===== config.mk =====
export PLATFORM = sky130hd
export DESIGN_NAME = fsram_core
export DESIGN_NICKNAME = d
export VERILOG_FILES = /design/src/rtl/fsram_pkg.sv /design/src/rtl/fsram_retain.sv /design/src/rtl/fsram_core.sv
export SDC_FILE = /design/constraint.sdc
export NUM_CORES = 1
export LEC_CHECK = 0
export ABC_CLOCK_PERIOD_IN_PS = 4050
export BUFFER_PORTS_ARGS = -buffer_cell sky130_fd_sc_hd__buf_2
export CORE_MARGIN = 2
export CORE_UTILIZATION = 30
export CTS_BUF_LIST = sky130_fd_sc_hd__clkbuf_8
export CTS_CLUSTER_SIZE = 30
export DETAILED_ROUTE_END_ITERATION = 8
export SLEW_MARGIN = 20
export SYNTH_ARGS = -nofsm -noshare
export SYNTH_HDL_FRONTEND = slang
export SYNTH_SLANG_ARGS = --single-unit

===== constraint.sdc =====
create_clock -name clk -period 4.05 [get_ports clk]
set_clock_uncertainty 0.05 [all_clocks]
set_input_delay 0.405 -clock clk [delete_from_list [all_inputs] [get_ports clk]]
set_output_delay 0.405 -clock clk [all_outputs]
set_load 0.02 [all_outputs]

===== src/rtl/fsram_pkg.sv =====
`timescale 1ns/1ps
// Shared definitions for the fault-injectable SRAM model.
package fsram_pkg;
    typedef enum logic [3:0] {
        FT_NONE      = 4'd0,
        FT_STUCK     = 4'd1,
        FT_TRANS     = 4'd2,
        FT_OPEN      = 4'd3,
        FT_CINV      = 4'd4,
        FT_CFORCE    = 4'd5,
        FT_CSTATE    = 4'd6,
        FT_RETAIN    = 4'd7,
        FT_A_NOCELL  = 4'd8,
        FT_A_NOADDR  = 4'd9,
        FT_A_TWOCELL = 4'd10,
        FT_A_TWOADDR = 4'd11
    } fault_e;
endpackage


===== src/rtl/fsram_retain.sv =====
`timescale 1ns/1ps
// Retention timer: counts idle cycles while the victim holds the leaking
// value and pulses decay when RET_CYCLES have passed without a write.
module fsram_retain #(
    parameter int RET_CYCLES = 1000,
    localparam int CNT_W = $clog2(RET_CYCLES + 1)
) (
    input  logic clk,
    input  logic rst_n,
    input  logic enable,
    input  logic cell_val,
    input  logic hold_val,
    input  logic touched,
    output logic decay
);
    logic [CNT_W-1:0] cnt;
    logic             armed;

    assign armed = enable && (cell_val == hold_val) && !touched;
    assign decay = armed && (cnt == CNT_W'(RET_CYCLES - 1));

    // Idle-cycle counter, cleared by a write, a decay or a disarm.
    always_ff @(posedge clk) begin
        if (!rst_n || !armed || decay) cnt <= '0;
        else                           cnt <= cnt + 1'b1;
    end

    // count stays inside the interval
    a_r12_cnt_bound: assert property (@(posedge clk) disable iff (!rst_n)
        (cnt < CNT_W'(RET_CYCLES)));
endmodule


===== src/rtl/fsram_core.sv =====
`timescale 1ns/1ps
// Cell array with cell and coupling fault effects and the registered
// read path with a latching sense amplifier. Assumes victim and aggressor
// addresses differ for coupling faults.
module fsram_core
    import fsram_pkg::*;
#(
    parameter int ADDR_W     = 4,
    parameter int RET_CYCLES = 1000,
    localparam int CELLS = 1 << ADDR_W
) (
    input  logic              clk,
    input  logic              rst_n,
    input  logic [CELLS-1:0]  sel,
    input  logic              we,
    input  logic              re,
    input  logic              din,
    input  fault_e            ftype,
    input  logic [ADDR_W-1:0] vic,
    input  logic [ADDR_W-1:0] agg,
    input  logic              pol_v,
    input  logic              pol_a,
    output logic              dout
);
    logic [CELLS-1:0] cells, nxt, view;
    logic             decay, trig, open_hit, rd_val, vic_written;

    assign vic_written = we && sel[vic];
    assign open_hit    = (ftype == FT_OPEN) && sel[vic];
    assign trig        = we && sel[agg] && (cells[agg] != din) && (din == pol_a);

    fsram_retain #(.RET_CYCLES(RET_CYCLES)) u_retain (
        .clk      (clk),
        .rst_n    (rst_n),
        .enable   (ftype == FT_RETAIN),
        .cell_val (cells[vic]),
        .hold_val (pol_v),
        .touched  (vic_written),
        .decay    (decay)
    );

    // Read view: a stuck victim always presents the stuck value.
    for (genvar i = 0; i < CELLS; i++) begin : g_view
        assign view[i] = (ftype == FT_STUCK && vic == ADDR_W'(i)) ? pol_v : cells[i];
    end

    // Read value: wired-AND of selected cells, floating value if none.
    assign rd_val = (|sel) ? &(view | ~sel) : pol_v;

    // Next cell state: writes, then coupling, forcing and decay effects.
    always_comb begin
        nxt = cells;
        for (int i = 0; i < CELLS; i++) begin
            if (we && sel[i]) begin
                if (ADDR_W'(i) != vic) nxt[i] = din;
                else if (ftype == FT_STUCK || ftype == FT_OPEN) nxt[i] = cells[i];
                else if (ftype == FT_TRANS && cells[i] == pol_v && din != pol_v)
                    nxt[i] = cells[i];
                else nxt[i] = din;
            end
        end
        if (trig && ftype == FT_CINV)   nxt[vic] = ~cells[vic];
        if (trig && ftype == FT_CFORCE) nxt[vic] = pol_v;
        if (ftype == FT_CSTATE && nxt[agg] == pol_a) nxt[vic] = pol_v;
        if (ftype == FT_STUCK) nxt[vic] = pol_v;
        if (decay) nxt[vic] = ~pol_v;
    end

    // Cell storage.
    always_ff @(posedge clk) begin
        if (!rst_n) cells <= '0;
        else        cells <= nxt;
    end

    // Output latch: updated by reads except of a stuck-open victim.
    always_ff @(posedge clk) begin
        if (!rst_n)                dout <= 1'b0;
        else if (re && !open_hit)  dout <= rd_val;
    end

    // no read strobe, no output change
    a_r1_hold: assert property (@(posedge clk) disable iff (!rst_n)
        !re |=> $stable(dout));
    // a stuck-open read replays the previous value
    a_r4_replay: assert property (@(posedge clk) disable iff (!rst_n)
        (re && open_hit) |=> $stable(dout));
    // a stuck victim reads its stuck value
    a_r2_stuck_read: assert property (@(posedge clk) disable iff (!rst_n)
        (re && ftype == FT_STUCK && sel[vic]) |=> (dout == $past(pol_v)));
    // victim held while the aggressor is in the active state
    a_r7_state_hold: assert property (@(posedge clk) disable iff (!rst_n)
        (ftype == FT_CSTATE && nxt[agg] == pol_a && vic != agg) |=> (cells[vic] == $past(pol_v)));
endmodule


# --- Yosys cells after proc, flatten, opt, wreduce, memory -nomap -nowiden ---
# Index checks and enable logic that the tools add are counted.
classes:
  addsub: 1
  n_lt_le_gt_ge: 3
  eq_ne: 59
  n_mux: 103
  bitwise_logic: 4
  reduce_logical: 88
op_table:
  columns: ["op", "count"]
  rows:
  - ["1-bit two-way mux", 87]
  - ["16-bit bitwise mux", 5]
  - ["16-bit two-way mux", 5]
  - ["1-bit logical AND", 77]
  - ["4-bit by 3-bit == test with 1-bit output, second input constant", 8]
  - ["4-bit == test, second input constant", 8]
  - ["4-bit != test, first input constant", 8]
  - ["1-bit binary-select mux with 4-bit select", 5]
  - ["1-bit == test", 19]
  - ["4-bit by 2-bit == test with 1-bit output, second input constant", 4]
  - ["3-bit by 4-bit != test with 1-bit output, first input constant", 4]
  - ["16-bit inverter", 1]
  - ["16-bit OR", 1]
  - ["16-bit AND reduction", 1]
  - ["16-bit OR reduction", 1]
  - ["10-bit by 1-bit adder with 10-bit output, second input constant", 1]
  - ["10-bit == test, second input constant", 1]
  - ["4-bit by 5-bit < comparator with 1-bit output, second input constant", 2]
  - ["4-bit by 1-bit == test with 1-bit output, second input constant", 2]
  - ["2-bit by 4-bit != test with 1-bit output, first input constant", 2]
  - ["1-bit demux with 4-bit select", 1]
  - ["4-bit by 1-bit greater-or-equal comparator with 1-bit output, second input constant", 1]
  - ["1-bit zero test", 4]
  - ["4-bit zero test", 1]
  - ["other kinds (5)", 9]
totals:
  ff_bits: 27
  inputBits: 35
  wordCells: 261

# --- Depth between registers and ports, before layout ---
# Gate-level depths: netlist of the first run.
depth:
  depth_word: 20
  mapped_depth: 15
  ltp_nobuf: 12

# --- Hierarchy ---
# A second synthesis of the first run with hierarchy kept.
hier_totals:
  cells_unflattened: 479
  hier_area_um2: 3569.7
modules_own_cells:
  columns: ["mod", "instances", "cells_each", "area_each_um2", "seq_area_each_um2"]
  rows:
  - ["fsram_core", 1, 428, 3110.5, 340.3]
  - ["fsram_retain", 1, 51, 459.2, 200.2]

# --- Worst setup path after synthesis of the first run ---
# No wires, ideal clock.
synth_path:
  kind: "in2reg"
  startpoint: "input port agg[0]"
  endpoint: "register cells[10]"
  setup_time_ns: 0.116
  t_arrival_ns: 3.852
  t_required_ns: 3.884
  slack_ns: 0.032
  path_stages: 14
  path_buffers: 2
  path_cell_list: "buf_6 > mux4_2 > mux4_2 > mux2i_4 > o21a_2 > buf_6 > a31o_2 > o211a_1 > a2111oi_1 > a32oi_2 > xnor2_2 > a21o_1 > a221o_1 > a41o_1"
synth_between:
  elab_chain_cells: 18
  word_cells_on_any_way: 23
  classes_between: "eq/ne: 2; mux: 15; reduce/logical: 6"
synth_lines:
  columns: ["item", "line_no", "rtl"]
  rows:
  - ["start: declaration", "fsram_core.sv:20", "input logic [ADDR_W-1:0] agg,"]
  - ["1-bit binary-select mux with 4-bit select", "fsram_core.sv:30", "assign trig = we && sel[agg] && (cells[agg] != din) && (din == pol_a);"]
  - ["1-bit two-way mux (implied by the code)", "fsram_core.sv:30", null]
  - ["1-bit != test / 1-bit logical AND (equally long branches)", "fsram_core.sv:30", null]
  - ["1-bit logical AND (2 in a row)", "fsram_core.sv:30", null]
  - ["1-bit logical AND", "fsram_core.sv:62", "if (trig && ftype == FT_CINV) nxt[vic] = ~cells[vic];"]
  - ["16-bit two-way mux", "fsram_core.sv:62", null]
  - ["16-bit bitwise mux", "fsram_core.sv:63", "if (trig && ftype == FT_CFORCE) nxt[vic] = pol_v;"]
  - ["16-bit two-way mux", "fsram_core.sv:63", null]
  - ["1-bit binary-select mux with 4-bit select", "fsram_core.sv:64", "if (ftype == FT_CSTATE && nxt[agg] == pol_a) nxt[vic] = pol_v;"]
  - ["1-bit two-way mux (implied by the code)", "fsram_core.sv:64", null]
  - ["1-bit == test", "fsram_core.sv:64", null]
  - ["1-bit logical AND", "fsram_core.sv:64", null]
  - ["16-bit two-way mux *", "fsram_core.sv:64", null]
  - ["16-bit bitwise mux", "fsram_core.sv:65", "if (ftype == FT_STUCK) nxt[vic] = pol_v;"]
  - ["16-bit two-way mux *", "fsram_core.sv:65", null]
  - ["16-bit bitwise mux", "fsram_core.sv:66", "if (decay) nxt[vic] = ~pol_v;"]
  - ["16-bit two-way mux *", "fsram_core.sv:66", null]
  - ["end signal: assignment", "fsram_core.sv:72", "else cells <= nxt;"]
  - ["end: declaration", "fsram_core.sv:25", "logic [CELLS-1:0] cells, nxt, view;"]
# Every way passes the cells marked *; elsewhere a longest branch is shown, timed or not. The select of a mux whose other input is x is not followed.
# A chain may end at the register's enable or synchronous reset.

# --- Worst setup path after layout of the first run ---
layout_path:
  startpoint: "register cells[9]"
  endpoint: "register cells[10]"
layout_between:
  elab_chain_cells: 20
  word_cells_on_any_way: 35
  classes_between: "eq/ne: 4; mux: 20; bitwise: 1; reduce/logical: 10"
layout_lines:
  columns: ["item", "line_no", "rtl"]
  rows:
  - ["1-bit == test", "fsram_core.sv:57", "else if (ftype == FT_TRANS && cells[i] == pol_v && din != pol_v)"]
  - ["1-bit logical AND (2 in a row)", "fsram_core.sv:57", null]
  - ["1-bit two-way mux", "fsram_core.sv:57", null]
  - ["1-bit two-way mux", "fsram_core.sv:56", "else if (ftype == FT_STUCK || ftype == FT_OPEN) nxt[i] = cells[i];"]
  - ["1-bit two-way mux", "fsram_core.sv:55", "if (ADDR_W'(i) != vic) nxt[i] = din;"]
  - ["1-bit two-way mux", "fsram_core.sv:54", "if (we && sel[i]) begin"]
  - ["16-bit bitwise mux", "fsram_core.sv:62", null]
  - ["16-bit two-way mux", "fsram_core.sv:62", null]
  - ["[3 not listed]", null, null]
  - ["1-bit two-way mux (implied by the code)", "fsram_core.sv:64", null]
  - ["1-bit == test", "fsram_core.sv:64", null]
  - ["1-bit logical AND", "fsram_core.sv:64", null]
  - ["16-bit two-way mux", "fsram_core.sv:64", null]
  - ["16-bit bitwise mux", "fsram_core.sv:65", null]
  - ["16-bit two-way mux", "fsram_core.sv:65", null]
  - ["16-bit bitwise mux", "fsram_core.sv:66", null]
  - ["16-bit two-way mux *", "fsram_core.sv:66", null]
# Marked as above.

==> impl_metrics.json, run 1 <==
{
  "status": "finished clean",
  "worstSetupStartpointType": "register",
  "worst-setup-path-type": "register to register",
  "p_int_mw": 0.502,
  "p_sw_share_pct": 39.1,
  "fin_area_sq_um": 4590,
  "syn-cell-area_sq_um": 3500,
  "tritoncts": "built",
  "layout.cells.non_filler": 715,
  "worst-path-max-fanout": 7,
  "grt_overflow": 0,
  "routed_via_density": 6.49,
  "rr_worst_depth": 13,
  "pwr-share-comb_pct": 45.5,
  "r2r-start": "cells[9]",
  "placed_area_sq_um": 4380,
  "synth_fp_nets": 511,
  "ys_seq_elements": 27,
  "wl_mm": 16.7,
  "vias": 4638,
  "dieArea_sq_um": 12500,
  "p_seq_share_pct": 34.4,
  "fp.coreArea_sq_um": 11400,
  "syn_avg_cell_area_sq_um": 7.37,
  "timing.fmax_ghz": 0.251,
  "pin_count": 36,
  "die_x_um": 112,
  "setup_slack_ns": 0.0710,
  "p_leak_nw": 1.69,
  "diodes": 0,
  "cp-startpoint": "cells[9]",
  "synthFlopType": "dfxtp_1",
  "post-layout-total-power_mw": 0.825,
  "report.final.setup_viol": 0,
  "synth-edff-count": 0,
  "hold_viol_final": 0,
  "worstPathRequired_ns": 4.19,
  "p_sw_mw": 0.323,
  "clkLatencyLatePin_ns": 0.28,
  "dp.cells": 705,
  "die_y_um": 112,
  "cts_max_level": 1,
  "nets": 609,
  "place_ws_ns": -0.334,
  "hold_buffers": 0,
  "worstPathArrival_ns": 4.12,
  "fin_crit_ns": 3.98,
  "cts_sinks": 27,
  "yosys_warnings": 0,
  "finalCritPeriodShare_pct": 98.2,
  "ir_worst_vdd_mv": 0.113,
  "io_buffers": 35,
  "endpoint": "cells[10]",
  "hold_path.class": "register to register",
  "powerDensity_nw_per_um2": 180,
  "drv_slew": 0,
  "max_slew_margin_pct": 11.3,
  "yosysSeqAreaShare_pct": 15.4,
  "post-dp-hpwl_mm": 13.1,
  "drt-pass1-iter-count": 5,
  "maxCapViolCount": 0,
  "path_clk_slew_ns": 0.10,
  "p_clk_share_pct": 20.1,
  "reg2reg_slack_ns": 0.07,
  "root_buffer": "clkbuf_8",
  "drtIter0Drc": 593,
  "tns_ns": 0,
  "clk_path_buf_depth": 2,
  "grt_usage_pct": 26.0,
  "r2r_end": "cells[10]",
  "tightestPinTransition_ns": 1.31,
  "drc": 0,
  "yosysUniqueCellTypes": 72,
  "initial_utilization_pct": 30.6,
  "row_count": 39,
  "cts_buffers": 3,
  "area.growth.synth_to_final_pct": 31.0,
  "cp-end-kind": "register",
  "gp_congestion": 1.03,
  "antenna_found_initial": 0,
  "grt_pass1_vias": 4435,
  "drive_above_1_share_pct": 31.6,
  "post_drt_wl_per_cell_um": 23.4,
  "grt_max_degree": 38,
  "grt_pass1_wl_mm": 25.7,
  "synthArstFlopShare_pct": 0,
  "fillCellCount": 1216,
  "antenna_left": 0,
  "synth_cells": 475
}
==> logic make-up after synthesis <==
group	count (synthesis)	synth area share [%]
fa+ha+maj	1	0.357
xor+xnor	10	2.72
flops	27	15.4
compound gates	181	36.8
simple gates	181	24.6
buf+inv	45	5.47
mux	30	14.7
==> layout make-up <==
type                            instances  area (sq um)  area share, %
Clock inverter                          1          7.51          0.164
Sequential cell                        27           553           12.1
Clock buffer                            3          41.3          0.900
Timing Repair Buffer                  126           893           19.5
Tap cell                              143           179           3.90
Inverter                               11          41.3          0.900
Multi-Input combinational cell        404          2870           62.6
==> registers in the layout, indices dropped and copies added, names as in the netlist <==
name,cells
cells,16
dout,1
u_retain.cnt,10
==> power groups by stage <==
stage / sequential [mW] / combinational, mW / clock, mW
after floorplan: 0.286 / 0.192 / 0
after global placement: 0.290 / 0.345 / 0
after detailed placement: 0.290 / 0.347 / 0
after CTS: 0.284 / 0.349 / 0.168
after global routing: 0.285 / 0.398 / 0.179
final: 0.284 / 0.375 / 0.165
==> stage by stage <==
stage | util, % | hold WS, ns
2_1_floorplan | - | 0.380
3_3_place_gp | 38.4 | 0.393
3_5_place_dp | 38.4 | 0.404
4_1_cts | 38.8 | 0.428
5_1_grt | 40.2 | 0.467
6_report | 40.2 | 0.422
==> critical path, stage by stage (launching register included) <==
cell and delay [ns]:
dfxtp_4 0.38, mux4_2 0.46, mux4_2 0.51, mux2i_4 0.24
buf_4 0.15, o21a_4 0.15, a21oi_2 0.13, a31oi_1 0.09
a2111oi_2 0.46, a32oi_2 0.20, xnor2_2 0.22, a21o_1 0.24
a221o_1 0.35, a41o_1 0.26
==> layout by cell type (no fill, tap or decap), drive strengths merged, types with 6 or more instances in the layout <==
cell,synthesis,layout
nand4,7,7
a21oi,35,35
o211ai,18,18
nor4,9,9
nor2,44,44
o2111ai,8,8
o21ai,37,37
dfxtp,27,27
buf,8,126
a31oi,9,9
nand3,24,24
nand2,51,51
a2111oi,6,6
inv,11,11
mux4,15,15
nand2b,8,8
o21a,6,7
o2bb2ai,7,7
mux2i,11,11
nor2b,6,6
o21bai,7,7
a32oi,6,6
nor3,17,17
==> cell usage after synthesis, types with 3 or more instances <==
| library cell | number | area share, % |
|---|---|---|
| o211a_1 | 5 | 1.4 |
| xor2_1 | 5 | 1.3 |
| nor2_1 | 44 | 4.7 |
| inv_1 | 11 | 1.2 |
| a311oi_1 | 5 | 1.3 |
| o221ai_1 | 4 | 1.0 |
| a2111oi_0 | 4 | 1.0 |
| clkbuf_1 | 26 | 2.8 |
| a21oi_1 | 34 | 4.9 |
| mux4_2 | 13 | 8.4 |
| or2_2 | 3 | 0.54 |
| nand3_1 | 24 | 3.4 |
| mux2_2 | 4 | 1.3 |
| o211ai_1 | 18 | 3.9 |
| nand2b_1 | 8 | 1.4 |
| a211oi_1 | 3 | 0.64 |
| a32oi_1 | 5 | 1.3 |
| o22ai_1 | 3 | 0.54 |
| o2111ai_1 | 8 | 2.0 |
| nand2_1 | 51 | 5.5 |
| o21a_1 | 5 | 1.1 |
| buf_2 | 3 | 0.43 |
| dfxtp_1 | 27 | 15 |
| nor2b_1 | 6 | 1.1 |
| nor3_1 | 17 | 2.4 |
| o21bai_1 | 7 | 1.5 |
| a31oi_1 | 9 | 1.6 |
| o21ai_1 | 4 | 0.57 |
| nor4_1 | 9 | 1.6 |
| nand4_1 | 7 | 1.3 |
| o21ai_0 | 33 | 4.7 |
| xnor2_1 | 4 | 1.0 |
| mux2i_1 | 10 | 2.9 |
| o2bb2ai_1 | 7 | 1.8 |
==> how the worst min path moves through the flow <==
stage | depth (start not counted) | endpoint | slack, ns | startpoint
2_1_floorplan | 1 | u_retain.cnt[0] | 0.38 | u_retain.cnt[0]
3_3_place_gp | 1 | u_retain.cnt[0] | 0.39 | u_retain.cnt[0]
3_5_place_dp | 1 | u_retain.cnt[0] | 0.40 | u_retain.cnt[0]
4_1_cts | 1 | u_retain.cnt[0] | 0.43 | u_retain.cnt[0]
5_1_grt | 1 | u_retain.cnt[0] | 0.47 | u_retain.cnt[0]
6_report | 1 | u_retain.cnt[0] | 0.42 | u_retain.cnt[0]
==> metal layers <==
layer  vias up  track usage [%]  wire length, um
met4         0             12.5              897
met3        65             4.41             1760
met1      2193             34.5             6750
li1       2062                -                -
met2       318             41.3             7330
met5         -                0                0
==> timing repair <==
action,4_1_cts,5_1_grt
cloned,0,2
setup endpoints to repair,4,16
setup buffers,0,4
gates resized for setup,1,34
pin swaps,0,8
(Power assumes the default switching activity.)
==> inputs of run 2 (changes only) <==
- CORE_MARGIN: 2 -> not set
==> impl_metrics.json, run 2 (synthesis gave the netlist of run 1 again) <==
{
  "rr_worst_depth": 15,
  "grt_overflow": 0,
  "rsz0062_at_grt": "yes",
  "tritoncts": "built",
  "placed_area_sq_um": 4410,
  "status": "finished, violations left",
  "gp_congestion": 1.03,
  "powerDensity_nw_per_um2": 177,
  "antenna_left": 0,
  "die_y_um": 110,
  "clkLatencyLatePin_ns": 0.29,
  "failed_checks": "capacitance limit, slew limit, setup timing",
  "fp.coreArea_sq_um": 11400,
  "p_leak_nw": 1.75,
  "post-dp-hpwl_mm": 13.8,
  "whs_endpoint": "u_retain.cnt[0]",
  "cts_buffers": 3,
  "drv_slew": 6,
  "reg2reg_slack_ns": -0.08,
  "regMostFlops": "cells",
  "drt-pass1-iter-count": 7,
  "fin_area_sq_um": 4770,
  "grt_usage_pct": 30.1,
  "dp.cells": 711,
  "post_drt_wl_per_cell_um": 25.2,
  "maxCapViolCount": 1,
  "initial_utilization_pct": 30.8,
  "largestRegisters": "cells x16, u_retain.cnt x10, dout x1",
  "hp-start": "u_retain.cnt[0]",
  "worstPathRequired_ns": 4.19,
  "grt_pass1_wl_mm": 26.6,
  "antenna_found_initial": 0,
  "layout.cells.non_filler": 722,
  "wl_mm": 18.2,
  "fin_crit_ns": 4.13,
  "grt_max_degree": 38,
  "tightestPinTransition_ns": 1.53,
  "io_buffers": 35,
  "worst-path-max-fanout": 5,
  "area.growth.synth_to_final_pct": 36.4,
  "tns_ns": -0.241,
  "row_count": 39,
  "cts_sinks": 27,
  "pin_count": 36,
  "setup_slack_ns": -0.0817,
  "nets": 616,
  "r2r_end": "cells[10]",
  "dieArea_sq_um": 12100,
  "worst-setup-path-type": "register to register",
  "timing.fmax_ghz": 0.242,
  "path_clk_slew_ns": 0.11,
  "cts_max_level": 1,
  "grt_pass1_vias": 4525,
  "clk_path_buf_depth": 2,
  "die_x_um": 110,
  "final_common_cell": "buf_4",
  "vias": 4830,
  "worstPathArrival_ns": 4.27,
  "cp-end-kind": "register",
  "drc": 0,
  "drive_above_1_share_pct": 34.2,
  "mostFrequentLayoutCells": "92 x buf_4, 50 x nand2_1, 44 x nor2_1",
  "hold_path.class": "register to register",
  "largest_reg_flops": 16,
  "drtIter0Drc": 626,
  "ir_worst_vdd_mv": 0.130,
  "hold_depth": 1,
  "r2r-start": "cells[3]",
  "worstSetupStartpointType": "register",
  "hold_buffers": 0,
  "routed_via_density": 6.69,
  "root_buffer": "clkbuf_8",
  "diodes": 0,
  "cp-startpoint": "cells[3]",
  "hold_viol_final": 0,
  "report.final.setup_viol": 6,
  "finalCritPeriodShare_pct": 102,
  "max_slew_margin_pct": -3.13
}
[run 2: cell count changes in the layout (fill, tap and decap cells not counted), moves of 3 or more]
cell | before | now
dfxtp_1 | 21 | 18
buf_6 | 2 | 5
dfxtp_2 | 4 | 8
buf_4 | 88 | 92
[run 2: stage by stage]
stage	power [mW]	setup slack [ns]	hold slack, ns	utilization (%)
after floorplan	0.478	0.0316	0.380	-
after global placement	0.642	-0.283	0.394	38.8
after detailed placement	0.644	-0.355	0.408	38.8
after CTS	0.809	0.0410	0.433	39.3
after global routing	0.880	-0.161	0.471	42.0
final	0.847	-0.0817	0.426	42.0
[run 2: per-layer routing]
metal | GRT usage [%] | wire [um]
met1 | 40.0 | 7110
met3 | 4.00 | 2040
met5 | 0 | 0
met2 | 48.3 | 8040
met4 | 13.3 | 991
[run 2: report_power, final]
| part | switching [mW] | internal, mW |
|---|---|---|
| Sequential | 0.0104 | 0.275 |
| Clock | 0.0947 | 0.0701 |
| Combinational | 0.231 | 0.165 |
| Total | 0.337 | 0.510 |
[run 2: area by class of cell]
class / count / area [sq um]
clock buffers: 3 / 41.3
clock inverters: 1 / 7.51
fillers: 1174 / 6600
inverters: 11 / 41.3
multi-input cells: 403 / 2970
flip-flops and latches: 27 / 554
well taps: 143 / 179
repair buffers: 134 / 982
[run 2: critical path, stage by stage, from the launching register on]
cell and delay, ns:
dfxtp_1 0.38, mux4_2 0.45, mux4_2 0.53, mux2i_4 0.24
buf_6 0.14, o21a_4 0.17, buf_12 0.13, buf_4 0.11
a21oi_1 0.07, a311oi_1 0.33, a31oi_2 0.12, a32oi_4 0.33
xnor2_4 0.16, a21o_1 0.21, a221o_1 0.37, a41o_1 0.24
[run 2: worst max path at each step]
stage	end	slack, ns	cells past startpoint
final	cells[10]	-0.08	15
after global routing	cells[10]	-0.16	15
after CTS	cells[3]	0.04	14
after detailed placement	cells[3]	-0.35	14
after global placement	cells[3]	-0.28	13
after floorplan	cells[10]	0.03	14
[run 2: timing repair]
item | CTS | global route
setup endpoints to repair | 13 | 16
setup buffers | 0 | 6
pin swaps | 0 | 16
gates resized for setup | 2 | 49
cloned | 0 | 1
